### src/rtl/hbs_pkg.sv
package hbs_pkg;

    // Synchronised view of the host control lines.
    typedef struct packed {
        logic cs_n;     // chip select, active low
        logic strb_a;   // read strobe / data strobe
        logic strb_b;   // write strobe / read-not-write
        logic ale;      // address latch enable
    } hbs_ctrl_t;

    localparam hbs_ctrl_t HBS_CTRL_IDLE = '{cs_n: 1'b1, strb_a: 1'b1, strb_b: 1'b1, ale: 1'b0};

endpackage

### src/rtl/hbs_sync.sv
module hbs_sync
    import hbs_pkg::*;
#(
    parameter int ADDR_W     = 9,
    parameter int DATA_W     = 8,
    parameter int SYNC_DEPTH = 2
) (
    input  logic              clk,
    input  logic              rst,
    input  hbs_ctrl_t         ctrl_raw,
    input  logic [ADDR_W-1:0] addr_raw,
    input  logic [DATA_W-1:0] data_raw,
    output hbs_ctrl_t         ctrl_now,
    output hbs_ctrl_t         ctrl_prev,
    output logic [ADDR_W-1:0] addr_al,
    output logic [DATA_W-1:0] data_al
);

    localparam int STAGES = SYNC_DEPTH + 1;

    typedef struct packed {
        hbs_ctrl_t [STAGES-1:0]             c;
        logic      [STAGES-1:0][ADDR_W-1:0] a;
        logic      [STAGES-1:0][DATA_W-1:0] d;
    } sync_st_t;

    sync_st_t st_d, st_q;

    always_comb begin
        st_d      = st_q;
        st_d.c[0] = ctrl_raw;
        st_d.a[0] = addr_raw;
        st_d.d[0] = data_raw;
        for (int i = 1; i < STAGES; i++) begin
            st_d.c[i] = st_q.c[i-1];
            st_d.a[i] = st_q.a[i-1];
            st_d.d[i] = st_q.d[i-1];
        end
    end

    always_ff @(posedge clk) begin
        if (rst) begin
            for (int i = 0; i < STAGES; i++) begin
                st_q.c[i] <= HBS_CTRL_IDLE;
                st_q.a[i] <= '0;
                st_q.d[i] <= '0;
            end
        end else begin
            st_q <= st_d;
        end
    end

    assign ctrl_now  = st_q.c[SYNC_DEPTH-1];
    assign ctrl_prev = st_q.c[SYNC_DEPTH];
    assign addr_al   = st_q.a[SYNC_DEPTH];
    assign data_al   = st_q.d[SYNC_DEPTH];

endmodule

### src/rtl/hbs_decode.sv
module hbs_decode
    import hbs_pkg::*;
#(
    parameter int ADDR_W = 9,
    parameter int DATA_W = 8
) (
    input  logic              clk,
    input  logic              rst,
    input  logic              mode_moto,
    input  hbs_ctrl_t         ctrl_now,
    input  hbs_ctrl_t         ctrl_prev,
    input  logic [ADDR_W-1:0] addr_al,
    input  logic [DATA_W-1:0] data_al,
    output logic              wr_en,
    output logic [ADDR_W-1:0] acc_addr,
    output logic [DATA_W-1:0] wr_data,
    output logic              rd_active
);

    typedef struct packed {
        logic [ADDR_W-1:0] latch;
    } dec_st_t;

    dec_st_t st_d, st_q;
    logic    ale_fall;
    logic    rise_a;
    logic    rise_b;

    always_comb begin
        st_d     = st_q;
        ale_fall = ctrl_prev.ale && !ctrl_now.ale;
        rise_a   = !ctrl_prev.strb_a && ctrl_now.strb_a;
        rise_b   = !ctrl_prev.strb_b && ctrl_now.strb_b;

        if (ale_fall) begin
            st_d.latch = addr_al;
        end

        acc_addr = ctrl_now.ale ? addr_al : st_q.latch;
        wr_data  = data_al;

        if (mode_moto) begin
            wr_en     = rise_a && !ctrl_prev.strb_b && !ctrl_prev.cs_n;
            rd_active = !ctrl_now.cs_n && !ctrl_now.strb_a && ctrl_now.strb_b;
        end else begin
            wr_en     = rise_b && !ctrl_prev.cs_n;
            rd_active = !ctrl_now.cs_n && !ctrl_now.strb_a;
        end
    end

    always_ff @(posedge clk) begin
        if (rst) begin
            st_q.latch <= '0;
        end else begin
            st_q <= st_d;
        end
    end

    // one strobe edge yields one write pulse
    a_r3_one_write_per_edge: assert property (@(posedge clk) disable iff (rst)
        wr_en |=> !wr_en);

    // a strobe with the direction line high never writes
    a_r5_rw_high_never_writes: assert property (@(posedge clk) disable iff (rst)
        (mode_moto && ctrl_prev.strb_b) |-> !wr_en);

endmodule

### src/rtl/hbs_regfile.sv
module hbs_regfile #(
    parameter int NUM_REGS = 32,
    parameter int ADDR_W   = 9,
    parameter int DATA_W   = 8
) (
    input  logic              clk,
    input  logic              rst,
    input  logic              we,
    input  logic [ADDR_W-1:0] waddr,
    input  logic [DATA_W-1:0] wdata,
    input  logic [ADDR_W-1:0] raddr,
    output logic [DATA_W-1:0] rdata
);

    localparam int IDX_W = (NUM_REGS > 1) ? $clog2(NUM_REGS) : 1;

    logic [DATA_W-1:0]   regs_d [NUM_REGS];
    logic [DATA_W-1:0]   regs_q [NUM_REGS];
    logic [NUM_REGS-1:0] hit;
    logic                rd_in_range;

    for (genvar g = 0; g < NUM_REGS; g++) begin : g_hit
        assign hit[g] = we && (waddr == ADDR_W'(g));
    end

    always_comb begin
        for (int i = 0; i < NUM_REGS; i++) begin
            regs_d[i] = hit[i] ? wdata : regs_q[i];
        end
        rd_in_range = {1'b0, raddr} < (ADDR_W+1)'(NUM_REGS);
        rdata       = rd_in_range ? regs_q[raddr[IDX_W-1:0]] : '0;
    end

    always_ff @(posedge clk) begin
        if (rst) begin
            for (int i = 0; i < NUM_REGS; i++) begin
                regs_q[i] <= '0;
            end
        end else begin
            for (int i = 0; i < NUM_REGS; i++) begin
                regs_q[i] <= regs_d[i];
            end
        end
    end

endmodule

### src/rtl/hostbus_slave.sv
module hostbus_slave
    import hbs_pkg::*;
#(
    parameter int ADDR_W     = 9,
    parameter int DATA_W     = 8,
    parameter int NUM_REGS   = 32,
    parameter int SYNC_DEPTH = 2
) (
    input  logic              clk,
    input  logic              rst,
    input  logic              mode_moto,
    input  logic              cs_n,
    input  logic              ale,
    input  logic [ADDR_W-1:0] addr,
    input  logic              rd_strb_n,
    input  logic              wr_rw_n,
    input  logic [DATA_W-1:0] data_in,
    output logic [DATA_W-1:0] data_out,
    output logic              data_oe
);

    typedef struct packed {
        logic              oe;
        logic [DATA_W-1:0] data;
    } out_st_t;

    hbs_ctrl_t         ctrl_raw;
    hbs_ctrl_t         ctrl_now;
    hbs_ctrl_t         ctrl_prev;
    logic [ADDR_W-1:0] addr_al;
    logic [DATA_W-1:0] data_al;
    logic              wr_en;
    logic [ADDR_W-1:0] acc_addr;
    logic [DATA_W-1:0] wr_data;
    logic              rd_active;
    logic [DATA_W-1:0] rd_data;
    out_st_t           out_d, out_q;

    assign ctrl_raw = '{cs_n: cs_n, strb_a: rd_strb_n, strb_b: wr_rw_n, ale: ale};

    hbs_sync #(
        .ADDR_W     (ADDR_W),
        .DATA_W     (DATA_W),
        .SYNC_DEPTH (SYNC_DEPTH)
    ) u_sync (
        .clk       (clk),
        .rst       (rst),
        .ctrl_raw  (ctrl_raw),
        .addr_raw  (addr),
        .data_raw  (data_in),
        .ctrl_now  (ctrl_now),
        .ctrl_prev (ctrl_prev),
        .addr_al   (addr_al),
        .data_al   (data_al)
    );

    hbs_decode #(
        .ADDR_W (ADDR_W),
        .DATA_W (DATA_W)
    ) u_decode (
        .clk       (clk),
        .rst       (rst),
        .mode_moto (mode_moto),
        .ctrl_now  (ctrl_now),
        .ctrl_prev (ctrl_prev),
        .addr_al   (addr_al),
        .data_al   (data_al),
        .wr_en     (wr_en),
        .acc_addr  (acc_addr),
        .wr_data   (wr_data),
        .rd_active (rd_active)
    );

    hbs_regfile #(
        .NUM_REGS (NUM_REGS),
        .ADDR_W   (ADDR_W),
        .DATA_W   (DATA_W)
    ) u_regfile (
        .clk   (clk),
        .rst   (rst),
        .we    (wr_en),
        .waddr (acc_addr),
        .wdata (wr_data),
        .raddr (acc_addr),
        .rdata (rd_data)
    );

    always_comb begin
        out_d.oe   = rd_active;
        out_d.data = rd_active ? rd_data : '0;
    end

    always_ff @(posedge clk) begin
        if (rst) begin
            out_q <= '0;
        end else begin
            out_q <= out_d;
        end
    end

    assign data_out = out_q.data;
    assign data_oe  = out_q.oe;

    // the lane is released when reset ends
    a_r1_idle_after_reset: assert property (@(posedge clk) disable iff (rst)
        $fell(rst) |-> !data_oe);

    // the lane is driven only after a synchronised select
    a_r8_oe_needs_select: assert property (@(posedge clk) disable iff (rst)
        data_oe |-> $past(!ctrl_now.cs_n));

    // addresses beyond the file read as zero
    a_r10_oob_reads_zero: assert property (@(posedge clk) disable iff (rst)
        (data_oe && $past({1'b0, acc_addr} >= (ADDR_W+1)'(NUM_REGS))) |-> (data_out == '0));

endmodule

### config.mk
export PLATFORM = sky130hd
export DESIGN_NAME = hostbus_slave
export DESIGN_NICKNAME = d
export VERILOG_FILES = /design/src/rtl/hbs_pkg.sv /design/src/rtl/hbs_sync.sv /design/src/rtl/hbs_decode.sv /design/src/rtl/hbs_regfile.sv /design/src/rtl/hostbus_slave.sv
export SDC_FILE = /design/constraint.sdc
export NUM_CORES = 1
export LEC_CHECK = 0
export BUFFER_PORTS_ARGS = -buffer_cell sky130_fd_sc_hd__buf_4
export CAP_MARGIN = 10
export CORE_UTILIZATION = 55
export CTS_BUF_LIST = sky130_fd_sc_hd__clkbuf_4 sky130_fd_sc_hd__clkbuf_8
export CTS_CLUSTER_SIZE = 30
export DETAILED_ROUTE_END_ITERATION = 16
export PLACE_DENSITY = 0.72
export SLEW_MARGIN = 20
export SYNTH_ARGS = -nofsm -noshare
export SYNTH_HDL_FRONTEND = slang
export SYNTH_SLANG_ARGS = --single-unit
export TNS_END_PERCENT = 5
### constraint.sdc
create_clock -name clk -period 3.15 [get_ports clk]
set_input_delay 0 -clock clk [delete_from_list [all_inputs] [get_ports clk]]
set_output_delay 0 -clock clk [all_outputs]
set_load 0.01 [all_outputs]
==> results of run 1 <==
## through the flow
step | utilization, % | hold WS (ps) | setup WS, ps
after floorplan | - | 104 | 834
after global placement | 59.5 | 186 | 327
after detailed placement | 59.5 | 188 | 301
after CTS | 65.0 | 134 | 307
after global routing | 65.0 | 160 | 137
final | 65.0 | 171 | 269
## area by class of cell
type / instances / area share, %
sequential: 337 / 60.6
multi-input combinational: 581 / 24.0
clock buffer: 80 / 6.35
timing repair buffer: 105 / 5.60
tap: 319 / 2.60
clock inverter: 13 / 0.578
inverter: 10 / 0.244
antenna: 1 / 0.0163
## cell families (layout without fill, tap and decap cells)
group / count (synthesis) / in the layout / share of synthesized area, %
AND/OR/NAND/NOR: 343 / 343 / 12.6
flip-flops: 337 / 337 / 69.8
AO/OA/AOI/OAI: 199 / 199 / 8.93
buffers and inverters: 84 / 208 / 2.66
multiplexers: 39 / 39 / 5.99
other: 0 / 1 / 0
## what timing repair did
item | CTS | global route
setup endpoints to repair | 0 | 0
endpoints found under the hold margin | 40 | 0
hold buffers | 24 | 0
## placed cells by master (no fill, tap or decap), types with 5 or more instances in the layout
cell type / netlist / final
dlygate4sd3_1: 0 / 24
edfxtp_1: 256 / 256
nor2_1: 153 / 153
clkinv_1: 0 / 6
o21ai_0: 123 / 120
nand2_1: 32 / 32
a222oi_1: 16 / 16
nand3_1: 19 / 19
dfxtp_1: 81 / 81
buf_4: 1 / 80
inv_1: 10 / 10
clkbuf_8: 0 / 60
a31o_2: 5 / 5
a31oi_1: 7 / 7
nand4_1: 24 / 24
nor2b_1: 57 / 57
a22o_1: 7 / 7
clkbuf_4: 0 / 20
nand2b_1: 30 / 30
a21oi_1: 19 / 19
a21o_1: 9 / 9
o21bai_1: 9 / 9
or2_2: 11 / 11
mux4_2: 32 / 32
## worst max-delay path: cells and delay by family (launching register included)
family                 cells  cell delay, ps
flip-flops                 1             520
AND/OR/NAND/NOR            3            1330
buffers and inverters      1             300
multiplexers               1             390
## layer usage
layer | part of all wire (%) | track usage [%] | vias up | wire length, um
li1 | - | - | 3862 | -
met1 | 39 | 36.4 | 4249 | 12300
met2 | 46 | 40.0 | 573 | 14700
met3 | 11 | 6.57 | 63 | 3640
met4 | 3.3 | 11.2 | 0 | 1040
met5 | 0 | 0 | - | 0
## flip-flops by register name (all words and copies together), names as in the netlist
signal,cells
u_decode.st_q,9
u_sync.st_d,38
data_out,8
u_sync.ctrl_prev,4
u_sync.addr_al,9
u_regfile.regs_q,256
data_oe,1
u_sync.ctrl_now,4
u_sync.data_al,8
## power groups by stage
stage               clock network [W]  registers [W]  logic [W]
finish                        0.00365        0.00496   0.000334
global route                  0.00387        0.00497   0.000358
CTS                           0.00369        0.00496   0.000330
detailed placement                  0        0.00505   0.000306
global placement                    0        0.00505   0.000301
floorplan                           0        0.00503   0.000195
## path summary, 6_finish.rpt
kind	start	cells past startpoint	slack (ps)	to
hold / removal	cs_n	3	170	u_sync.st_d[58]
setup reg to reg	u_sync.ctrl_now[0]	5	270	u_regfile.regs_q[17][3]
hold reg to reg	u_sync.st_d[56]	1	410	u_sync.ctrl_now[1]
setup / recovery	u_sync.ctrl_now[0]	5	270	u_regfile.regs_q[17][3]
==> reports/summary.txt, run 1 <==
share of synthesized registers carrying an async set or reset: 0%
share of the synthesized area in the top cell type: 57.7%
placed cells: 1328
# clock sinks: 337
CP arrival: 3100 ps
cell internal pwr: 0.00710 W
H-tree depth: 2
post-synth top area cell: edfxtp_1
number of antenna violations at the first check in global routing: 1
Area growth syn-to-layout: 15.2%
status: finished, final reports clean
Synth Area per Inst: 13.3 um^2
initial DRC count: 1099
Clock power frac: 40.8%
cells after synthesis: 1002
largest net degree at the start of global routing: 72
Clock Latency Late Sink: 580 ps
drt wl/cell: 21.9 um
sw power: 0.00185 W
sw frac: 20.6%
Pleak: 5.45 nW
fill count: 1691
number of global-route vias before repair: 8359
Comb pwr share: 3.7%
Chip Height: 158 um
synth top area cells: edfxtp_1, dfxtp_1, mux4_2
worst slew pin tran: 955 ps
Synth Net Count: 1026
crit path launch type: flip-flop
Die Wd: 158 um
synth unique cells: 37
Multi-input gate area: 3690 um^2
drt total wl: 31700 um
Die ar.: 24900 um^2
fin crit share: 91.5%
Post-synth EDFFs: 256
CTS Buf Count: 52
layout cells sized above 1: 20.1%
PortBufs: 32
max cap viols: 0
DRT Pass-1 Iters: 6
Overflow after GRT: 0
crit path max fanout: 35
post-CTS sizing: 0
CP required: 3370 ps
Critical-path top delay cell: dfxtp_1
core area: 23600 um^2
Sequential Power Share: 55.5%
final cell count without fillers: 1446
crit path kind: flip-flop to flip-flop
Root Driver: clkbuf_8
PwrDens: 582 nW/um^2
CP cell instances: mux2_2 -> buf_4 -> nor3_2 -> nand3_1 -> nand2b_1
fmax: 347 MHz
Post-CTS Setup Bufs: 0
final slew viol count: 0
sequential share of the synthesized area: 69.8%
io pins: 33
overall power: 0.00894 W
Worst setup EP type: flip-flop
CTS tree: done
setup TNS: 0 ps
row count: 56
DR vias/cell: 6.05
Synth Flop Type: edfxtp_1
clock-pin slew on the worst setup and hold paths: 60 ps
number of remaining DRC errors: 0
post-route ant nets: 0
Vias: 8747
nets@finish: 1111
top cells by count, synth: edfxtp_1, nor2_1, o21ai_0, dfxtp_1, nor2b_1
design area: 15400 um^2
RSZ-0062 raised after global routing: false
Area after DPL: 14100 um^2
gp weighted congestion: 0.869
clk_skew: 24.0 ps
worst hold-check path type: input port to flip-flop
crit-path max cell delay: 520 ps
worst vdd ir: 391 uV
mapped cell area: 13300 um^2
minimum clock period: 2880 ps
Tot GR Track Use: 26.4%
FF+latch count, synth: 337
initial core utilization: 56.4%
most frequent cell after synthesis: edfxtp_1
relative slew slack: 36.4%
# setup viols final: 0
Detail Placement HPWL: 20000 um
warning count from the yosys run: 0
first-pass GRT wire length: 47800 um
register area: 9310 um^2
Max clock buf depth: 3
Hold Violations, Final: 0
Note: power is estimated with default switching activity, not from simulation.
==> run 2, diff against run 1 <==
--- a/config.mk
+++ b/config.mk
@@ -5,13 +5,14 @@
 export SDC_FILE = /design/constraint.sdc
 export NUM_CORES = 1
 export LEC_CHECK = 0
+export ABC_AREA = 1
 export BUFFER_PORTS_ARGS = -buffer_cell sky130_fd_sc_hd__buf_4
 export CAP_MARGIN = 10
 export CORE_UTILIZATION = 55
 export CTS_BUF_LIST = sky130_fd_sc_hd__clkbuf_4 sky130_fd_sc_hd__clkbuf_8
 export CTS_CLUSTER_SIZE = 30
 export DETAILED_ROUTE_END_ITERATION = 16
-export PLACE_DENSITY = 0.72
+export PLACE_DENSITY = 0.71
 export SLEW_MARGIN = 20
 export SYNTH_ARGS = -nofsm -noshare
 export SYNTH_HDL_FRONTEND = slang
==> run 2 against run 1 <==
  * Synthesized cell count up 44%
  * Via count grew 17%
  * Critical path type unchanged
  * Non-clock buffer count grew 9
  * Highest routed layer unchanged
  * Cell count up 31%
  * Die area up 5.9%
==> reports/summary.txt, run 2 <==
WHS Endpoint: u_sync.st_d[57]
mapped cell area: 14100 um^2 (+6.0%)
number of remaining DRC errors: 0 (unchanged)
warning count from the yosys run: 0 (unchanged)
layout cells sized above 1: 12.5% (-7.6 points)
fin crit share: 83.1% (-8.3 points)
final slew viol count: 0 (unchanged)
Post-CTS Setup Bufs: 0 (unchanged)
Area growth syn-to-layout: 14.9%
worst vdd ir: 359 uV (-8.2%)
Synth Flop Type: edfxtp_1
Vias: 10200 (+17%)
worst hold-check path type: input port to flip-flop
Overflow after GRT: 0 (unchanged)
Max clock buf depth: 3 (unchanged)
Area after DPL: 14800 um^2 (+5.2%)
synth top area cells: edfxtp_1, nand2_1, dfxtp_1
cells after synthesis: 1440 (+44%)
synth unique cells: 29 (-22%)
Root Driver: clkbuf_8
cell internal pwr: 0.00709 W (-0.12%)
minimum clock period: 2620 ps (-263 ps)
most frequent cell after synthesis: nand2_1
relative slew slack: 53.4% (+17 points)
Pleak: 6.64 nW (+22%)
Sequential Power Share: 54.3% (-1.2 points)
setup TNS: 0 ps (unchanged)
Clock Latency Late Sink: 590 ps (about the same)
Hold Path Depth: 3 (unchanged)
sequential share of the synthesized area: 65.9% (-3.9 points)
CP required: 3370 ps (about the same)
status: finished, final reports clean
post-CTS sizing: 0 (unchanged)
final hold slack: 160 ps (-11.4 ps)
DR vias/cell: 5.39 (-11%)
routed wl met2: 16500 um (+12%)
initial DRC count: 1098 (-0.091%)
Die ar.: 26300 um^2 (+5.9%)
max cap viols: 0 (unchanged)
Biggest register: u_regfile.regs_q
drt wl/cell: 17.5 um (-20%)
Synth Net Count: 1464 (+43%)
share of the synthesized area in the top cell type: 54.4% (-3.2 points)
largest net degree at the start of global routing: 88 (+22%)
RSZ-0062 raised after global routing: false
# setup viols final: 0 (unchanged)
crit path max fanout: 10 (-71%)
DR WL met3: 2300 um (-37%)
gp weighted congestion: 0.859 (-1.1%)
Hold Violations, Final: 0 (unchanged)
Detail Placement HPWL: 20500 um (+2.5%)
top sig layer: met4
CP arrival: 2840 ps (-260 ps)
worst slew pin tran: 698 ps (-257 ps)
hold buffers post-CTS: 41 (+71%)
first-pass GRT wire length: 51900 um (+8.5%)
fill count: 2006 (+19%)
crit path launch type: flip-flop
nets@finish: 1552 (+40%)
overall power: 0.00918 W (+2.6%)
reg2reg start: u_sync.ctrl_now[0]
sw power: 0.00209 W (+13%)
R2R Setup Slk: 530 ps (+260 ps)
top cells by count, synth: nand2_1, edfxtp_1, nor2_1, nand3_1, dfxtp_1
drt total wl: 33200 um (+4.6%)
wl on met1: 13600 um (+10%)
number of antenna violations at the first check in global routing: 0 (-1)
CTS Buf Count: 52 (unchanged)
min-delay src: rd_strb_n
post-synth top area cell: edfxtp_1
core area: 25200 um^2 (+6.6%)
post-route ant nets: 0 (unchanged)
row count: 58 (+3.6%)
Comb pwr share: 6.3% (+2.6 points)
# clock sinks: 337 (unchanged)
CTS tree: done
PortBufs: 32 (unchanged)
Chip Height: 162 um (+2.9%)
Reg-to-Reg End: u_regfile.regs_q[14][4]
FF-to-FF path depth: 8 (+3)
FF+latch count, synth: 337 (unchanged)
Post-synth EDFFs: 256 (unchanged)
share of synthesized registers carrying an async set or reset: 0% (unchanged)
most frequent cells in the layout: nand2_1, edfxtp_1, nor2_1, nand3_1, dfxtp_1
commonest non-fill, non-tap cell in the layout: nand2_1
DRT Pass-1 Iters: 6 (unchanged)
sw frac: 22.7% (+2.1 points)
Clock power frac: 39.4% (-1.4 points)
crit path kind: flip-flop to flip-flop
clock-pin slew on the worst setup and hold paths: 70 ps (about the same)
Tot GR Track Use: 25.9% (-0.47 points)
clk_skew: 33.4 ps (+9.40 ps)
initial core utilization: 56.1% (-0.36 points)
Die Wd: 162 um (+2.9%)
max FFs per register: 256 (unchanged)
design area: 16200 um^2 (+5.6%)
number of global-route vias before repair: 9990 (+20%)
Worst setup EP type: flip-flop
H-tree depth: 2 (unchanged)
Synth Area per Inst: 9.81 um^2 (-26%)
fmax: 382 MHz (+10%)
# diodes: 0 (-1)
PwrDens: 566 nW/um^2 (-2.9%)
io pins: 33 (unchanged)
-- run 2: kinds of logic after synthesis --
| family | count (synthesis) | share of synthesized area, % |
|---|---|---|
| flops | 337 | 65.9 |
| buf+inv | 153 | 4.34 |
| simple gates | 929 | 28.8 |
| compound gates | 21 | 0.930 |
-- run 2: cell type report --
type | instances | area, um^2 | share of cell area, %
clock buffer | 76 | 940 | 5.79
inverter | 73 | 277 | 1.70
clock inverter | 16 | 96.3 | 0.594
timing repair buffer | 114 | 971 | 5.98
tap | 330 | 413 | 2.54
multi-input combinational | 950 | 4220 | 26.0
sequential | 337 | 9310 | 57.4
-- run 2: layer usage --
metal	vias to the layer above	global-route usage (%)
li1	4917	-
met1	4844	32.9
met2	394	44.0
met3	71	5.03
met4	0	9.65
met5	-	0
-- run 2: per-stage QoR --
stage          util [%]  setup slack, ps  instances
6_report           64.4              532       1896
4_1_cts            64.4              564       1896
5_1_grt            64.4              295       1896
3_5_place_dp       58.7              588       1763
3_3_place_gp       58.7              657       1763
2_1_floorplan         -              982       1440
-- run 2: how the worst max path moves through the flow --
stage,start,to,cells after the start
2_1_floorplan,u_sync.ctrl_now[0],u_regfile.regs_q[0][0],9
3_3_place_gp,u_sync.ctrl_now[0],u_regfile.regs_q[13][2],8
3_5_place_dp,u_sync.ctrl_now[0],u_regfile.regs_q[5][6],9
4_1_cts,u_sync.ctrl_now[0],u_regfile.regs_q[5][4],9
5_1_grt,u_sync.ctrl_now[0],u_regfile.regs_q[1][6],9
6_report,u_sync.ctrl_now[0],u_regfile.regs_q[14][4],8
-- run 2: power groups by stage --
stage	logic, W	registers, W	clock network, W
CTS	0.000576	0.00498	0.00365
finish	0.000580	0.00498	0.00362
floorplan	0.000370	0.00505	0
detailed placement	0.000535	0.00507	0
global placement	0.000525	0.00507	0
global route	0.000637	0.00499	0.00385
-- run 2: worst max-delay path, stage by stage, from the launching register on --
cell and delay, ps:
dfxtp_1 550, inv_4 120, nand2_1 100, nand2_1 60, nor3_1 210, nand2_2 200
nor3_4 470, nand3_1 200, nand2_1 350
